==> src/rtl/pfs_pkg.sv <==
// Package: shared types and byte encodings for the paged frame streamer.
// Assumes page command 0xB0|page[3:0], column commands 0x10|hi and 0x00|lo.
package pfs_pkg;

    typedef enum logic [1:0] {
        SRC_BLANK  = 2'b00,
        SRC_STRIPE = 2'b01,
        SRC_BUFFER = 2'b10,
        SRC_BLANK2 = 2'b11
    } src_mode_e;

    typedef enum logic [1:0] {
        STEP_PAGE = 2'd0,
        STEP_CHI  = 2'd1,
        STEP_CLO  = 2'd2,
        STEP_DATA = 2'd3
    } step_e;

    localparam logic [7:0] OP_PAGE = 8'hB0;
    localparam logic [7:0] OP_CHI  = 8'h10;
    localparam logic [7:0] OP_CLO  = 8'h00;

    // Page command byte from a page number (low nibble only).
    function automatic logic [7:0] page_cmd(input logic [31:0] pg);
        return OP_PAGE | {4'h0, pg[3:0]};
    endfunction

    // Upper column nibble command byte.
    function automatic logic [7:0] col_hi_cmd(input logic [7:0] c);
        return OP_CHI | {4'h0, c[7:4]};
    endfunction

    // Lower column nibble command byte.
    function automatic logic [7:0] col_lo_cmd(input logic [7:0] c);
        return OP_CLO | {4'h0, c[3:0]};
    endfunction

    // Stripe byte: dark when column bit 3 is set.
    function automatic logic [7:0] stripe_byte(input logic [31:0] c);
        return c[3] ? 8'hFF : 8'h00;
    endfunction

endpackage

==> src/rtl/pfs_walker.sv <==
// Module: pfs_walker
// Walks the frame: for every page it steps through page command, column-high
// command, column-low command and then one item per column. It offers one item
// at a time and moves on when the consumer takes it. The mode is latched on an
// accepted start. Assumes the caller holds busy_i high until the whole frame drains.
module pfs_walker
    import pfs_pkg::*;
#(
    parameter int NUM_PAGES = 8,
    parameter int NUM_COLS  = 128,
    localparam int PAGE_W   = (NUM_PAGES > 1) ? $clog2(NUM_PAGES) : 1,
    localparam int COL_W    = (NUM_COLS > 1) ? $clog2(NUM_COLS) : 1
) (
    input  logic              clk,
    input  logic              rst_n,
    input  logic              start_i,
    input  logic [1:0]        mode_i,
    input  logic              busy_i,
    input  logic              take_i,
    output logic              item_valid_o,
    output step_e             item_step_o,
    output logic [PAGE_W-1:0] item_page_o,
    output logic [COL_W-1:0]  item_col_o,
    output logic              item_last_o,
    output src_mode_e         mode_o
);

    localparam logic [PAGE_W-1:0] PAGE_MAX = PAGE_W'(NUM_PAGES - 1);
    localparam logic [COL_W-1:0]  COL_MAX  = COL_W'(NUM_COLS - 1);

    logic              running_q;
    step_e             step_q;
    logic [PAGE_W-1:0] page_q;
    logic [COL_W-1:0]  col_q;
    src_mode_e         mode_q;
    logic              end_of_page;

    assign end_of_page  = (step_q == STEP_DATA) && (col_q == COL_MAX);
    assign item_valid_o = running_q;
    assign item_step_o  = step_q;
    assign item_page_o  = page_q;
    assign item_col_o   = col_q;
    assign item_last_o  = end_of_page && (page_q == PAGE_MAX);
    assign mode_o       = mode_q;

    // Frame position: start, then advance one item per take.
    always_ff @(posedge clk) begin
        if (!rst_n) begin
            running_q <= 1'b0;
            step_q    <= STEP_PAGE;
            page_q    <= '0;
            col_q     <= '0;
            mode_q    <= SRC_BLANK;
        end else if (!running_q) begin
            if (start_i && !busy_i) begin
                running_q <= 1'b1;
                step_q    <= STEP_PAGE;
                page_q    <= '0;
                col_q     <= '0;
                mode_q    <= src_mode_e'(mode_i);
            end
        end else if (take_i) begin
            unique case (step_q)
                STEP_PAGE: step_q <= STEP_CHI;
                STEP_CHI:  step_q <= STEP_CLO;
                STEP_CLO: begin
                    step_q <= STEP_DATA;
                    col_q  <= '0;
                end
                STEP_DATA: begin
                    if (col_q == COL_MAX) begin
                        col_q  <= '0;
                        step_q <= STEP_PAGE;
                        if (page_q == PAGE_MAX) begin
                            running_q <= 1'b0;
                            page_q    <= '0;
                        end else begin
                            page_q <= page_q + 1'b1;
                        end
                    end else begin
                        col_q <= col_q + 1'b1;
                    end
                end
                default: step_q <= STEP_PAGE;
            endcase
        end
    end

    AST_COL_RANGE: assert property (@(posedge clk) disable iff (!rst_n)
        running_q |-> (32'(col_q) < NUM_COLS));
    AST_PAGE_RANGE: assert property (@(posedge clk) disable iff (!rst_n)
        running_q |-> (32'(page_q) < NUM_PAGES));
    AST_PAGE_STEP: assert property (@(posedge clk) disable iff (!rst_n)
        (running_q && take_i && end_of_page && !item_last_o)
        |=> (page_q == $past(page_q) + 1'b1) && (step_q == STEP_PAGE));
    AST_MODE_HELD: assert property (@(posedge clk) disable iff (!rst_n)
        running_q |=> $stable(mode_q));

endmodule

==> src/rtl/pfs_byte_gen.sv <==
// Module: pfs_byte_gen
// Turns a frame item into the byte to send: command encodings for the three
// address steps, and for data steps a blank, stripe or memory-sourced byte.
// Purely combinational. Assumes the memory address is page*NUM_COLS+col.
module pfs_byte_gen
    import pfs_pkg::*;
#(
    parameter int NUM_PAGES = 8,
    parameter int NUM_COLS  = 128,
    localparam int PAGE_W   = (NUM_PAGES > 1) ? $clog2(NUM_PAGES) : 1,
    localparam int COL_W    = (NUM_COLS > 1) ? $clog2(NUM_COLS) : 1,
    localparam int ADDR_W   = (NUM_PAGES * NUM_COLS > 1) ? $clog2(NUM_PAGES * NUM_COLS) : 1
) (
    input  step_e             step_i,
    input  logic [PAGE_W-1:0] page_i,
    input  logic [COL_W-1:0]  col_i,
    input  src_mode_e         mode_i,
    output logic [7:0]        byte_o,
    output logic              a0_o,
    output logic              from_mem_o,
    output logic [ADDR_W-1:0] addr_o
);

    localparam logic [7:0] START_COL = 8'h00;

    logic [31:0] lin_addr;

    assign lin_addr = 32'(page_i) * NUM_COLS + 32'(col_i);
    assign addr_o   = ADDR_W'(lin_addr);

    // Byte, data/command flag and memory-source flag for the current item.
    always_comb begin
        byte_o     = 8'h00;
        a0_o       = 1'b0;
        from_mem_o = 1'b0;
        unique case (step_i)
            STEP_PAGE: byte_o = page_cmd(32'(page_i));
            STEP_CHI:  byte_o = col_hi_cmd(START_COL);
            STEP_CLO:  byte_o = col_lo_cmd(START_COL);
            STEP_DATA: begin
                a0_o = 1'b1;
                unique case (mode_i)
                    SRC_STRIPE: byte_o = stripe_byte(32'(col_i));
                    SRC_BUFFER: from_mem_o = 1'b1;
                    default:    byte_o = 8'h00;
                endcase
            end
            default: byte_o = 8'h00;
        endcase
    end

endmodule

==> src/rtl/pfs_out_stage.sv <==
// Module: pfs_out_stage
// Two-register output path. Stage one holds the next item and catches the
// memory byte that arrives one cycle after its read. Stage two is the
// writer-facing register, which holds steady until ready. Stage one can hand
// over in the cycle the memory data appears, so full rate is kept.
// Assumes memory data is valid exactly one cycle after the read strobe.
module pfs_out_stage (
    input  logic       clk,
    input  logic       rst_n,
    input  logic       in_valid_i,
    input  logic [7:0] in_byte_i,
    input  logic       in_a0_i,
    input  logic       in_mem_i,
    input  logic       in_last_i,
    output logic       take_o,
    input  logic [7:0] mem_data_i,
    output logic       wr_valid_o,
    output logic [7:0] wr_byte_o,
    output logic       wr_a0_o,
    input  logic       wr_ready_i,
    output logic       done_o,
    output logic       active_o
);

    logic       s1_valid_q;
    logic [7:0] s1_byte_q;
    logic       s1_a0_q;
    logic       s1_pend_q;
    logic       s1_last_q;
    logic       out_last_q;
    logic       s2_load;
    logic [7:0] s1_byte_now;

    assign s2_load     = s1_valid_q && (!wr_valid_o || wr_ready_i);
    assign take_o      = !s1_valid_q || s2_load;
    assign s1_byte_now = s1_pend_q ? mem_data_i : s1_byte_q;
    assign active_o    = s1_valid_q || wr_valid_o;

    // Writer-facing register: load from stage one, or empty on accept.
    always_ff @(posedge clk) begin
        if (!rst_n) begin
            wr_valid_o <= 1'b0;
            wr_byte_o  <= 8'h00;
            wr_a0_o    <= 1'b0;
            out_last_q <= 1'b0;
        end else if (s2_load) begin
            wr_valid_o <= 1'b1;
            wr_byte_o  <= s1_byte_now;
            wr_a0_o    <= s1_a0_q;
            out_last_q <= s1_last_q;
        end else if (wr_ready_i) begin
            wr_valid_o <= 1'b0;
        end
    end

    // Stage one: accept a new item, or capture pending memory data.
    always_ff @(posedge clk) begin
        if (!rst_n) begin
            s1_valid_q <= 1'b0;
            s1_byte_q  <= 8'h00;
            s1_a0_q    <= 1'b0;
            s1_pend_q  <= 1'b0;
            s1_last_q  <= 1'b0;
        end else if (take_o) begin
            s1_valid_q <= in_valid_i;
            s1_byte_q  <= in_byte_i;
            s1_a0_q    <= in_a0_i;
            s1_pend_q  <= in_valid_i && in_mem_i;
            s1_last_q  <= in_valid_i && in_last_i;
        end else if (s1_pend_q) begin
            s1_byte_q <= mem_data_i;
            s1_pend_q <= 1'b0;
        end
    end

    // Completion pulse after the last byte is accepted.
    always_ff @(posedge clk) begin
        if (!rst_n) done_o <= 1'b0;
        else        done_o <= wr_valid_o && wr_ready_i && out_last_q;
    end

    AST_HOLD_STABLE: assert property (@(posedge clk) disable iff (!rst_n)
        (wr_valid_o && !wr_ready_i) |=> (wr_valid_o && $stable(wr_byte_o) && $stable(wr_a0_o)));
    AST_DONE_SINGLE: assert property (@(posedge clk) disable iff (!rst_n)
        done_o |=> !done_o);
    AST_DONE_AFTER_ACCEPT: assert property (@(posedge clk) disable iff (!rst_n)
        done_o |-> $past(wr_valid_o && wr_ready_i));

endmodule

==> src/rtl/page_frame_streamer.sv <==
// Module: page_frame_streamer (top)
// Streams a full frame to a page-organised display controller over a byte
// writer with a command/data flag. It ties together the frame walker, the byte
// generator and the two-register output path. Assumes a synchronous frame
// memory with one cycle of read latency.
module page_frame_streamer
    import pfs_pkg::*;
#(
    parameter int NUM_PAGES = 8,
    parameter int NUM_COLS  = 128,
    localparam int PAGE_W   = (NUM_PAGES > 1) ? $clog2(NUM_PAGES) : 1,
    localparam int COL_W    = (NUM_COLS > 1) ? $clog2(NUM_COLS) : 1,
    localparam int ADDR_W   = (NUM_PAGES * NUM_COLS > 1) ? $clog2(NUM_PAGES * NUM_COLS) : 1
) (
    input  logic              clk,
    input  logic              rst_n,
    input  logic              start_i,
    input  logic [1:0]        mode_i,
    output logic              busy_o,
    output logic              done_o,
    output logic              mem_rd_en_o,
    output logic [ADDR_W-1:0] mem_rd_addr_o,
    input  logic [7:0]        mem_rd_data_i,
    output logic              wr_valid_o,
    output logic [7:0]        wr_byte_o,
    output logic              wr_a0_o,
    input  logic              wr_ready_i
);

    logic              item_valid;
    step_e             item_step;
    logic [PAGE_W-1:0] item_page;
    logic [COL_W-1:0]  item_col;
    logic              item_last;
    src_mode_e         frame_mode;
    logic [7:0]        gen_byte;
    logic              gen_a0;
    logic              gen_mem;
    logic              take;
    logic              out_active;

    assign busy_o      = item_valid || out_active;
    assign mem_rd_en_o = item_valid && take && gen_mem;

    pfs_walker #(.NUM_PAGES(NUM_PAGES), .NUM_COLS(NUM_COLS)) walker_i (
        .clk          (clk),
        .rst_n        (rst_n),
        .start_i      (start_i),
        .mode_i       (mode_i),
        .busy_i       (busy_o),
        .take_i       (take),
        .item_valid_o (item_valid),
        .item_step_o  (item_step),
        .item_page_o  (item_page),
        .item_col_o   (item_col),
        .item_last_o  (item_last),
        .mode_o       (frame_mode)
    );

    pfs_byte_gen #(.NUM_PAGES(NUM_PAGES), .NUM_COLS(NUM_COLS)) gen_i (
        .step_i     (item_step),
        .page_i     (item_page),
        .col_i      (item_col),
        .mode_i     (frame_mode),
        .byte_o     (gen_byte),
        .a0_o       (gen_a0),
        .from_mem_o (gen_mem),
        .addr_o     (mem_rd_addr_o)
    );

    pfs_out_stage out_i (
        .clk        (clk),
        .rst_n      (rst_n),
        .in_valid_i (item_valid),
        .in_byte_i  (gen_byte),
        .in_a0_i    (gen_a0),
        .in_mem_i   (gen_mem),
        .in_last_i  (item_last),
        .take_o     (take),
        .mem_data_i (mem_rd_data_i),
        .wr_valid_o (wr_valid_o),
        .wr_byte_o  (wr_byte_o),
        .wr_a0_o    (wr_a0_o),
        .wr_ready_i (wr_ready_i),
        .done_o     (done_o),
        .active_o   (out_active)
    );

    AST_RD_BUFFER_ONLY: assert property (@(posedge clk) disable iff (!rst_n)
        mem_rd_en_o |-> (frame_mode == SRC_BUFFER));
    AST_DONE_IDLE: assert property (@(posedge clk) disable iff (!rst_n)
        done_o |-> !busy_o);
    AST_START_BUSY_IGNORED: assert property (@(posedge clk) disable iff (!rst_n)
        (busy_o && start_i) |=> $stable(frame_mode));
    AST_BUSY_AFTER_START: assert property (@(posedge clk) disable iff (!rst_n)
        (start_i && !busy_o) |=> busy_o);

endmodule

==> config.mk <==
export PLATFORM = sky130hd
export DESIGN_NAME = page_frame_streamer
export DESIGN_NICKNAME = d
export VERILOG_FILES = /design/src/rtl/pfs_pkg.sv /design/src/rtl/pfs_walker.sv /design/src/rtl/pfs_byte_gen.sv /design/src/rtl/pfs_out_stage.sv /design/src/rtl/page_frame_streamer.sv
export SDC_FILE = /design/constraint.sdc
export NUM_CORES = 1
export LEC_CHECK = 0
export ABC_AREA = 1
export BUFFER_PORTS_ARGS = -buffer_cell sky130_fd_sc_hd__buf_4
export CELL_PAD_IN_SITES_DETAIL_PLACEMENT = 0
export CELL_PAD_IN_SITES_GLOBAL_PLACEMENT = 1
export CORE_ASPECT_RATIO = 0.75
export CORE_UTILIZATION = 40
export CTS_CLUSTER_SIZE = 16
export DETAILED_ROUTE_END_ITERATION = 16
export PLACE_DENSITY = 0.84
export SETUP_SLACK_MARGIN = 0.5
export SKIP_LAST_GASP = 1
export SLEW_MARGIN = 20
export SYNTH_ARGS = -nofsm -noshare
export SYNTH_HDL_FRONTEND = slang
export SYNTH_SLANG_ARGS = --single-unit
==> constraint.sdc <==
create_clock -name clk -period 2.2 [get_ports clk]
set_clock_uncertainty 0.15 [all_clocks]
set_input_delay 0.55 -clock clk [delete_from_list [all_inputs] [get_ports clk]]
set_output_delay 0.55 -clock clk [all_outputs]
set_load 0.005 [all_outputs]
Yosys cells after proc, flatten, opt, wreduce, memory -nomap -nowiden
Index checks and enable logic that the tools add are counted.
{"block": "word_totals", "reg_bits": 39, "latch_bits": 0, "ram_bits": 0, "romBits": 0, "inputBits": 14, "out_inout_bits": 23, "memories": 0}
{"block": "classes", "addsub": 3, "n_mul": 0, "n_div": 0, "n_lt_le_gt_ge": 0, "n_eq_ne": 12, "shifts": 0, "n_mux": 32, "bitwise_logic": 1, "n_reduce_logical": 25}
{"cell": "$mux 8", "count": 4}
{"cell": "$pmux 8 s4", "count": 1}
{"cell": "$mux 7", "count": 4}
{"cell": "$mux 3", "count": 6}
{"cell": "$pmux 7 s2", "count": 1}
{"cell": "$mux 1", "count": 11}
{"cell": "$add 10x7->10", "count": 1}
{"cell": "$logic_and 1x1->1", "count": 10}
{"cell": "$mux 2", "count": 4}
{"cell": "$pmux 2 s4", "count": 1}
{"cell": "$add 7x1->7 const B", "count": 1}
{"cell": "$eq 7x7->1 const B", "count": 1}
{"cell": "$eq 2x2->1 const B", "count": 3}
{"cell": "$reduce_and 3->1", "count": 2}
{"cell": "$eq 2x1->1 const B", "count": 2}
{"cell": "$logic_or 1x1->1", "count": 4}
{"cell": "$ne 2x2->1 const B", "count": 2}
{"cell": "$reduce_and 2->1", "count": 2}
{"cell": "$reduce_and 4->1", "count": 1}
{"cell": "$reduce_bool 2->1", "count": 2}
{"cell": "$add 3x1->3 const B", "count": 1}
{"cell": "$eq 3x3->1 const B", "count": 1}
{"cell": "$logic_not 1->1", "count": 3}
{"cell": "$ne 3x1->1 const B", "count": 1}
{"cell": "4 further kinds", "count": 4}

Depth between registers and ports, before layout
{"block": "logic_depth", "depth_word": 6, "ltp_mapped": 10, "mapped_depth_nobuf": 10}

Modules after synthesis
A second synthesis with hierarchy kept.
{"block": "hier_totals", "hier_cells": 347, "hier_area_um2": 2209.6}
{"mod": "pfs_out_stage", "instances": 1, "cells_each": 179, "area_each_um2": 1112.3, "seq_area_each_um2": 480.5}
{"mod": "pfs_walker", "instances": 1, "cells_each": 133, "area_each_um2": 913.4, "seq_area_each_um2": 300.3}
{"mod": "pfs_byte_gen", "instances": 1, "cells_each": 31, "area_each_um2": 166.4, "seq_area_each_um2": 0.0}
{"mod": "page_frame_streamer", "instances": 1, "cells_each": 4, "area_each_um2": 17.5, "seq_area_each_um2": 0.0}

Worst setup path before layout
No wires, ideal clock.
{"block": "synth_timing", "path_type": "input -> output", "startpoint": "input port wr_ready_i", "endpoint": "output port mem_rd_en_o", "arrival_ns": 0.895, "path_slack_ns": 0.605, "cell_stages": 4, "path_buffers": 0, "cell_sequence": "inv_1 nand3_4 nand2_2 nor2_1"}
{"block": "synth_between", "elab_chain_len": 5}
{"item": "start, declared", "line_no": "page_frame_streamer.sv:27", "text": "input logic wr_ready_i"}
{"item": "$logic_or 1x1->1", "line_no": "pfs_out_stage.sv:34", "text": "assign s2_load = s1_valid_q && (!wr_valid_o || wr_ready_i);"}
{"item": "$logic_and 1x1->1", "line_no": "pfs_out_stage.sv:34"}
{"item": "$logic_or 1x1->1", "line_no": "pfs_out_stage.sv:35", "text": "assign take_o = !s1_valid_q || s2_load;"}
{"item": "$logic_and 1x1->1 (2 in a row)", "line_no": "page_frame_streamer.sv:43", "text": "assign mem_rd_en_o = item_valid && take && gen_mem;"}
{"item": "end, declared", "line_no": "page_frame_streamer.sv:21", "text": "output logic mem_rd_en_o,"}
Every way passes these cells.

Final worst setup path
{"block": "layout_timing", "startpoint": "register walker_i.step_q[1], in the netlist walker_i.item_step_o[1]", "endpoint": "output port mem_rd_en_o"}
{"block": "layout_between", "elab_chain_len": 3}
{"item": "start, declared", "line_no": "pfs_walker.sv:32", "text": "step_e step_q;"}
{"item": "start signal, assigned", "line_no": "pfs_walker.sv:50", "text": "step_q <= STEP_PAGE;"}
{"item": "start signal, assigned", "line_no": "pfs_walker.sv:57", "text": "step_q <= STEP_PAGE;"}
{"item": "start signal, assigned", "line_no": "pfs_walker.sv:64", "text": "STEP_PAGE: step_q <= STEP_CHI;"}
{"item": "$eq 2x2->1", "line_no": "pfs_byte_gen.sv:36", "text": "unique case (step_i)"}
{"item": "$mux 1", "line_no": "pfs_byte_gen.sv:36"}
{"item": "$logic_and 1x1->1", "line_no": "page_frame_streamer.sv:43"}
Every way passes these cells.

==> results.md <==
- Ports: 37
- Logic gate share of total power: 0.187
- Clock Latency Late Sink: 0.29 ns
- Port Buffers: 36
- Sequential power share: 0.459
- Htree depth: 2
- Mean Syn Cell Area: 7.42 um2
- Critical path fanouts, max: 2
- Switching share of power: 0.273
- Iter 0 DRT Violations: 108
- Antenna Nets Post-Route: 0
- Dpl cells: 331
- RSZ-0062 raised after global routing: yes
- Aggregate global routing overflow: 0
- Diode count: 0
- Hold Startpoint: out_i.out_last_q$_SDFFE_PN0P_
- Critical Path Sink Type: primary output
- DPL Wire Length: 2940 um
- Max-cap violations: 0
- Synth Cell Area: 1830 um2
- CTS Hold Buffers Added: 0
- Crit path DAT: 1.08 ns
- Final core utilization: 0.564
- Worst-margin pin slew: 0.441 ns
- Vias: 1688
- Worst path cell trace: ha_4 > nand3_4 > nor2_2 > buf_4
- Internal power: 1.27 mW
- CTS tree: done
- Final nets: 310
- Syn_nets: 266
- Critical path's top delay family: flip-flops
- Die area: 4840 um2
- Final Hold Fails: 0
- Yosys cell types: 27
- HP Class: reg2reg
- Crit-path max cell delay: 0.37 ns
- Pwr per Cell Area: 735 nW/um2
- Final slew viol count: 0
- Synth top area share: 0.428
- Relative slew slack: 0.706
- Leakage: 1.02 nW
- Initial core utilization: 0.434
- Fraction of layout cells with a size suffix above 1: 0.313
- Vias per cell: 4.88
- Post-synthesis sequential area ratio: 0.428
- FF+latch count, synth: 39
- CP Launch Point: walker_i.item_step_o[1]$_SDFFE_PN0P_
- Clock Pin Slew Worst Setup and Hold Paths: 0.08 ns
- VDD IR max: 0.597 mV
- DRT Pass-1 Iters: 4
- Power, Total: 1.74 mW
- Final setup viols: 0
- YS warnings: 0
- CP max-delay cell: dfxtp_4
- Clk buf depth: 2
- Post-synth EDFFs: 0
- NetSw: 0.475 mW
- CP Class: reg2out
- CTS buffer count: 5
- Max Clock Freq: 563 MHz
- Crit path launch type: register
- Placer Congestion: 0.763
- Crit path time final: 1.78 ns
- Root buffer cell: clkbuf_8
- Number of global-route vias before repair: 1476
- Gr usage total: 0.195
- Status: complete, no violations
- Largest cells by area after synthesis: dfxtp_1 43%, nand2_1 13%, a21oi_1 7.4%, inv_1 4.7%, mux2_2 4.3%
- Largest net degree at the start of global routing: 26
- Clock sinks: 39
- Req. time, crit path: 1.50 ns
- WL per Instance: 12.2 um
- Final period utilization: 0.807
- Hold_ws: 0.307 ns
- Num rows: 20
- Reg2reg start: walker_i.item_step_o[1]$_SDFFE_PN0P_
- DR DRC count: 0
- Core footprint: 4200 um2
- Setup_tns: 0 ns
- Finished Layout Cells: 346
- Mapped Cells: 246
- Pre-CTS setup slack: 0.308 ns
- Number of buffers and inverters on the critical path: 1
- Detailed Route WL: 4210 um
- Area grow syn2layout: 29.8%
- Final worst setup slack: 0.424 ns
- Die Height: 60.5 um
- Clock power share: 0.354
- Asr flop ratio synth: 0
- Post-route design area: 2370 um2
- Initial antenna violation count: 0
- Cell taking the most area after synthesis: dfxtp_1
- Main synth FF type: dfxtp_1
- Chip width: 80.0 um
- First-pass GRT wire length: 6990 um
- Placed instance area: 2130 um2
-- cell usage in the layout (no fill, tap or decap), types with 2 or more instances in the layout --
| cell | instances |
|---|---|
| mux2_2 | 7 |
| nand3_4 | 3 |
| nor2_2 | 2 |
| o21ai_1 | 7 |
| dfxtp_2 | 5 |
| a21oi_1 | 26 |
| inv_2 | 6 |
| nand3_2 | 3 |
| nor2_1 | 20 |
| buf_4 | 44 |
| dfxtp_4 | 2 |
| nand2_1 | 63 |
| ha_1 | 5 |
| nand2_2 | 4 |
| nand4_1 | 6 |
| o21ai_0 | 5 |
| dfxtp_1 | 32 |
| inv_1 | 22 |
| nand3_1 | 8 |
| clkbuf_8 | 6 |
| nor3_1 | 2 |
| a21oi_2 | 4 |
-- what timing repair did --
action                                  4_1_cts  5_1_grt
buffers inserted                              5        2
gates resized for setup                      13        7
pin swaps                                     3        1
endpoints found under the setup margin       13       19
-- synthesized netlist by cell type, types with 3 or more instances --
library cell / number
nor2_1: 21
clkbuf_1: 3
inv_1: 23
nand2_2: 4
o21ai_0: 5
dfxtp_1: 39
a21oi_1: 27
nand3_1: 11
mux2_2: 7
o21ai_1: 7
a21oi_2: 3
nand2_1: 63
nand4_1: 6
inv_2: 5
ha_1: 6
-- metal layers --
| layer | share of wire | track usage | up-vias |
|---|---|---|---|
| met5 | 0 | 0 | - |
| met4 | 0.010 | 0.0689 | 0 |
| met3 | 0.035 | 0.0586 | 5 |
| met2 | 0.41 | 0.276 | 25 |
| met1 | 0.54 | 0.280 | 773 |
| li1 | - | - | 885 |
-- path summary, 6_finish.rpt --
check                                   endpoint  slack [ns]  depth (start not counted)
max                                  mem_rd_en_o        0.42                          4
min                      out_i.done_o$_SDFF_PN0_        0.31                          2
max reg2reg  walker_i.item_col_o[1]$_SDFFE_PN0P_        0.60                          9
min reg2reg              out_i.done_o$_SDFF_PN0_        0.31                          2
-- registers in the layout, summed over array words and instances (netlist names) --
name / cells
out_i.done_o: 1
out_i.out_last_q: 1
out_i.s1_a0_q: 1
out_i.s1_byte_q: 8
out_i.s1_last_q: 1
out_i.s1_pend_q: 1
out_i.s1_valid_q: 1
out_i.wr_a0_o: 1
out_i.wr_byte_o: 8
out_i.wr_valid_o: 1
walker_i.item_col_o: 7
walker_i.item_page_o: 3
walker_i.item_step_o: 2
walker_i.item_valid_o: 1
walker_i.mode_o: 2
-- cell families after synthesis --
family	count (synthesis)	share of synthesized area
AOI/OAI and AO/OA	44	0.129
buffers and inverters	36	0.0816
adders and majority gates	6	0.0411
muxes	7	0.0432
and+or+nand+nor	114	0.278
DFF	39	0.428
-- cell type report --
| class | instances | area [um2] |
|---|---|---|
| Tap cell | 55 | 68.8 |
| Inverter | 29 | 109 |
| Multi-Input combinational cell | 171 | 950 |
| Clock buffer | 6 | 82.6 |
| Clock inverter | 2 | 35.0 |
| Timing Repair Buffer | 44 | 330 |
| Sequential cell | 39 | 795 |
| Fill cell | 443 | 1830 |
-- tightest hold or removal path, stage by stage (launching register included) --
cell     delay, ns
dfxtp_1       0.32
nand3_1       0.06
nor2_1        0.03
-- power by group through the flow --
stage | clock network [mW] | logic [mW] | registers, mW
6_report | 0.616 | 0.326 | 0.800
5_1_grt | 0.669 | 0.373 | 0.807
4_1_cts | 0.627 | 0.316 | 0.797
3_5_place_dp | 0 | 0.295 | 0.815
3_3_place_gp | 0 | 0.292 | 0.814
2_1_floorplan | 0 | 0.212 | 0.803
No activity file was read; power rests on OpenSTA's default activity.
